## src/rtl/prot_pkg.sv

```systemverilog
// Package: prot_pkg
// Shared types and permission decode for the protection region checker.
// Assumes 3-bit permission codes and a 5-bit size exponent field.
package prot_pkg;

    localparam int SIZE_W    = 5;
    localparam int PERM_W    = 3;
    localparam int MIN_SIZE  = 4;
    localparam logic [PERM_W-1:0] PERM_RSVD = 3'b100;

    typedef enum logic [1:0] {
        ACC_READ  = 2'b00,
        ACC_WRITE = 2'b01,
        ACC_FETCH = 2'b10
    } acc_kind_e;

    typedef struct packed {
        logic              en;
        logic              xn;
        logic [PERM_W-1:0] perm;
        logic [SIZE_W-1:0] size;
    } region_attr_t;

    // Read permission for a code at the given privilege level
    function automatic logic perm_read_ok(input logic [PERM_W-1:0] perm, input logic priv);
        case (perm)
            3'b001, 3'b101:         perm_read_ok = priv;
            3'b010, 3'b011,
            3'b110, 3'b111:         perm_read_ok = 1'b1;
            default:                perm_read_ok = 1'b0;
        endcase
    endfunction

    // Write permission for a code at the given privilege level
    function automatic logic perm_write_ok(input logic [PERM_W-1:0] perm, input logic priv);
        case (perm)
            3'b001, 3'b010:         perm_write_ok = priv;
            3'b011:                 perm_write_ok = 1'b1;
            default:                perm_write_ok = 1'b0;
        endcase
    endfunction

endpackage

```

## src/rtl/prot_region_match.sv

```systemverilog
// Module: prot_region_match
// Decides whether one address falls inside one protection window.
// The window is aligned to its own size by masking, so a misaligned start
// slides down; the top bound is exclusive and no adder is needed, so a
// window spanning the whole address space cannot overflow.
module prot_region_match
    import prot_pkg::*;
#(
    parameter int ADDR_W = 32,
    parameter int EXP_W  = $clog2(ADDR_W + 2)
) (
    input  logic [ADDR_W-1:0] addr,
    input  logic [ADDR_W-1:0] base,
    input  region_attr_t      attr,
    output logic              hit
);

    logic [EXP_W-1:0]  span_exp;
    logic [ADDR_W-1:0] keep_mask;

    // Clamp the size field and turn it into a byte-count exponent
    always_comb begin
        if (int'(attr.size) < MIN_SIZE) begin
            span_exp = EXP_W'(MIN_SIZE + 1);
        end else begin
            span_exp = EXP_W'(attr.size) + EXP_W'(1);
        end
    end

    // Keep only the address bits above the window offset
    always_comb begin
        for (int i = 0; i < ADDR_W; i++) begin
            keep_mask[i] = (i >= int'(span_exp));
        end
    end

    // Compare the surviving bits of address and start
    always_comb begin
        hit = attr.en && (((addr ^ base) & keep_mask) == '0);
    end

    // the largest size field covers every address
    always_comb begin
        if (attr.en && (attr.size == 5'd31) && (ADDR_W <= 32)) begin
            p_whole_space_r9: assert (hit) else $error("p_whole_space_r9");
        end
    end

    // sizes at or under the minimum behave as 32-byte blocks
    always_comb begin
        if (attr.en && (int'(attr.size) <= MIN_SIZE)) begin
            p_min_block_r1: assert (hit == (addr[ADDR_W-1:5] == base[ADDR_W-1:5]))
                else $error("p_min_block_r1");
        end
    end

endmodule

```

## config.mk

```make
export PLATFORM = sky130hd
export DESIGN_NAME = prot_region_match
export DESIGN_NICKNAME = d
export VERILOG_FILES = /design/src/rtl/prot_pkg.sv /design/src/rtl/prot_region_match.sv
export SDC_FILE = /design/constraint.sdc
export NUM_CORES = 1
export LEC_CHECK = 0
export BUFFER_PORTS_ARGS = -buffer_cell sky130_fd_sc_hd__buf_2
export CAP_MARGIN = 10
export CORE_MARGIN = 4
export CORE_UTILIZATION = 50
export DETAILED_ROUTE_END_ITERATION = 10
export PLACE_DENSITY = 0.95
export SLEW_MARGIN = 20
export SYNTH_ARGS = -nofsm -noshare
export SYNTH_HDL_FRONTEND = slang
export SYNTH_SLANG_ARGS = --single-unit
```

## constraint.sdc

```tcl
create_clock -name vclk -period 4.5
set_input_delay 0.675 -clock vclk [all_inputs]
set_output_delay 0.675 -clock vclk [all_outputs]
set_load 0.05 [all_outputs]
```

# == Word level (Yosys, flattened, before mapping) ==
# Cells that the tools add are included.
# totals
reg_bits,0
in_bits,74
output_inout_bits,1
wordCells,39
# classes
add_sub_neg,1
magnitude_cmp,33
muxes,1
bitwise_logic,2
reduce_logical,2
# op_table
cell,count
"greater-or-equal comparator 5 x 6 -> 1 bit, first input constant",16
"greater-or-equal comparator 4 x 6 -> 1 bit, first input constant",8
bitwise AND 32 bit,1
zero test 32 bit,1
XOR 32 bit,1
"greater-or-equal comparator 3 x 6 -> 1 bit, first input constant",4
"greater-or-equal comparator 1 x 6 -> 1 bit, first input constant",2
"greater-or-equal comparator 2 x 6 -> 1 bit, first input constant",2
"adder 5 x 1 -> 6 bit, second input constant",1
two-way mux 6 bit,1
"less-than comparator 5 x 3 -> 1 bit, second input constant",1
logical AND 1 bit,1

# == Logic depth before layout (Yosys ltp) ==
# depth
depth_word,6
ltp_mapped,9
depth_no_buf,7

# == Worst setup path after synthesis ==
# Ideal clock, no wire load.
# synth_path
path_type,input-to-output
startpoint,input port attr[0] (netlist name)
endpoint,output port hit
arrival_time_ps,2548
required_ps,3825
setup_slack_ps,1277
cell_stages,8
path_buffers,1
cell_sequence,ha_1 -> buf_4 -> and2b_1 -> a21oi_1 -> o311a_1 -> a311o_1 -> nor4_2 -> and4_1
# synth_via
elab_chain_len,6
word_cells_on_any_way,38
classes_between,1 x add/sub; 33 x order compare; 1 x mux; 1 x bitwise; 2 x reduce/logical
# synth_lines
item,line_no,text
"start, declared",prot_region_match.sv:14,"input region_attr_t attr,"
adder 5 x 1 -> 6 bit or less-than comparator 5 x 3 -> 1 bit (tied branches),"prot_region_match.sv:26, prot_region_match.sv:23",
two-way mux 6 bit *,prot_region_match.sv:23,if (int'(attr.size) < MIN_SIZE) begin
"greater-or-equal comparator 1 x 6 -> 1 bit, or another cell as far along",prot_region_match.sv:33,keep_mask[i] = (i >= int'(span_exp));
bitwise AND 32 bit *,prot_region_match.sv:39,hit = attr.en && (((addr ^ base) & keep_mask) == '0);
zero test 32 bit *,prot_region_match.sv:39,
logical AND 1 bit *,prot_region_match.sv:39,
"end, declared",prot_region_match.sv:15,output logic hit
# Every way passes the cells marked *; elsewhere a longest branch is shown, timed or not.

# == Final worst setup path ==
# Ends and elaborated chain as after synthesis.

==> flow_summary.yaml <==
grt:
  antenna_found_initial: 0
  grt_max_degree: 25
  grt_remaining_overflow: 0
  grt_usage_pct: 21.7
  first_global_vias: 1417
  grt_pass1_wl_um: 6070
routing:
  vias_per_cell: 6.20
  wl_met2_um: 1860
  wirelength_um: 3820
  wire_per_inst_um: 15.0
  final_antenna_net_count: 0
  via_count: 1576
  wl_met3_um: 463
  dr.max_layer_used: "met4"
  met1Wirelength_um: 1450
  drtIter0Drc: 76
  drtPass1Iterations: 4
  drc: 0
placed_design:
  dp_hpwl_um: 3020
  gp_congestion: 0.965
  place_ws_ns: 0.763
  placed_cell_area_sq_um: 1510
  dp_cells: 254
  portBuffers: 71
sta:
  rsz0062_at_grt: "false"
  hold_viol: 0
  setup_violations: 0
  whs_ns: 1.94
  fmaxAchievable_mhz: 262
  final_max_slew_viol_count: 0
  finalSetupTns_ns: 0
  finalCritPeriodShare_pct: 84.8
  tightest_slew_ns: 0.577
  slew_headroom_pct: 61.5
  fin_crit_ns: 3.82
  fin_ws_ns: 0.683
die:
  rows: 17
  fp.coreArea_sq_um: 2280
  dieHeight_um: 57.6
  die-width_um: 57.6
  die_area_sq_um: 3310
  io_pins: 75
  initial_core_util_pct: 54.0
worst_hold_path:
  holdPathStages: 5
  min_from: "attr[9]"
  hp-class: "primary input to primary output"
  hold_path_end: "hit"
final_layout:
  area_growth_pct: 23.0
  drive_gt1_share_pct: 36.3
  final_area_sq_um: 1510
  clock_buffers: 0
  diodes: 0
  fin_cells: 254
  flops_and_latches: 0
  fin_nets: 303
  seqCellArea_sq_um: 0
setup_path:
  cp.required_ns: 3.83
  startpoint_type: "primary input"
  slowest_stage: "ha_1"
  worstPathCellList: "buf_2 > ha_1 > nand2b_1 > a21boi_0 > o2111a_1 > o32ai_1 > nor4_2 > and4_1 > buf_2"
  criticalPathCategory: "primary input to primary output"
  cpMostUsedCell: "buf_2"
  critPathArrivalTime_ns: 3.14
  crit_fanout: 19
  path_buf_inv: 2
  cpPeakStageDelay_ns: 0.59
  crit_family: "simple AND/OR/NAND/NOR gates"
  endpoint_kind: "primary output"
clocking:
  postCtsSetupBuffers: 0
  cts_hold_buf: 0
  postCtsResizedCells: 0
yosys:
  synth_warnings: 0
  syn-instance-count: 169
  synth.largest_area_cell: "xnor2_1"
  synth.area.top_cells: "xnor2_1 15%, xor2_1 9.3%, a21oi_1 3.7%"
  synthDistinctLibCells: 59
  syn-cell-area_sq_um: 1230
  ys_seq_area_share_pct: 0
  synthesis.nets: 244
  synth_top_area_share_pct: 15.0
  synth_area_per_cell_sq_um: 7.27
power:
  p_int_uw: 72.2
  leakage_nw: 0.659
  ir_drop_mv: 0.0732
  p_sw_share_pct: 53.0
  power_density_nw_per_um2: 102
  clockPowerShare_pct: 0
  power_frac_comb_pct: 100.0
  seqPwrFrac_pct: 0
  switching_power_uw: 81.3
job:
  maxCapViolations: 0
status:
  status: "complete, no violations"
synth_stat cells, types with 3 or more instances:
cell type / instances
a21oi_1: 9
a31oi_1: 5
buf_2: 5
buf_4: 5
buf_6: 4
inv_1: 3
nand2_1: 9
nand2b_1: 5
nand3_1: 3
nand4_1: 3
nor2_1: 9
nor3_1: 5
o211ai_1: 3
o21ai_0: 7
o22ai_1: 5
o31ai_1: 3
o32ai_1: 3
or3_1: 3
xnor2_1: 21
xor2_1: 13
power by group through the flow:
stage / registers, mW / logic [mW] / clock network (mW)
final: 0 / 0.154 / 0
after global placement: 0 / 0.147 / 0
after detailed placement: 0 / 0.150 / 0
after global routing: 0 / 0.168 / 0
after CTS: 0 / 0.151 / 0
after floorplan: 0 / 0.104 / 0
cell usage in the layout (no fill, tap or decap), types with 3 or more instances in the layout:
cell type / synthesis / routed
a21oi_1: 9 / 9
a31oi_1: 5 / 5
buf_2: 5 / 71
inv_1: 3 / 3
nand2_1: 9 / 9
nand2b_1: 5 / 5
nand3_1: 3 / 3
nand4_1: 3 / 3
nor2_1: 9 / 9
nor3_1: 5 / 5
o211ai_1: 3 / 3
o21ai_0: 7 / 7
o22ai_1: 5 / 5
o31ai_1: 3 / 3
o32ai_1: 3 / 3
or3_1: 3 / 3
xnor2_1: 21 / 21
xor2_1: 13 / 13
final cells by class:
| cell class | count | area (sq um) |
|---|---|---|
| Inverter | 4 | 15.0 |
| Tap cell | 28 | 35.0 |
| Fill cell | 213 | 764 |
| Multi-Input combinational cell | 151 | 1110 |
| Timing Repair Buffer | 71 | 355 |
how the worst max path moves through the flow:
stage,from,to,slack (ns),depth (start not counted)
2_1_floorplan,attr[0],hit,1.28,8
3_3_place_gp,attr[0],hit,0.78,9
3_5_place_dp,attr[0],hit,0.76,9
4_1_cts,attr[0],hit,0.75,9
5_1_grt,attr[0],hit,0.54,9
6_report,attr[0],hit,0.68,9
per-stage QoR:
step	power, mW	utilization, %
floorplan	0.104	-
detailed placement	0.150	66.4
global placement	0.147	66.4
global route	0.168	66.4
finish	0.154	66.4
CTS	0.151	66.4
logic make-up (layout without fill, tap and decap cells):
family	after synthesis	count (layout)	synth area share [%]
AND/OR/NAND/NOR	56	56	29.2
AO/OA/AOI/OAI	60	60	35.5
adder cells (fa/ha/maj)	1	1	1.02
buffers and inverters	18	75	9.98
XOR/XNOR	34	34	24.2
metal layers:
metal  vias up  global-route usage (%)
met2       110                    36.8
met3         6                    1.13
li1        764                       -
met5         -                       0
met4         0                    3.97
met1       696                    30.3
Power figures use the tool's default switching activity.
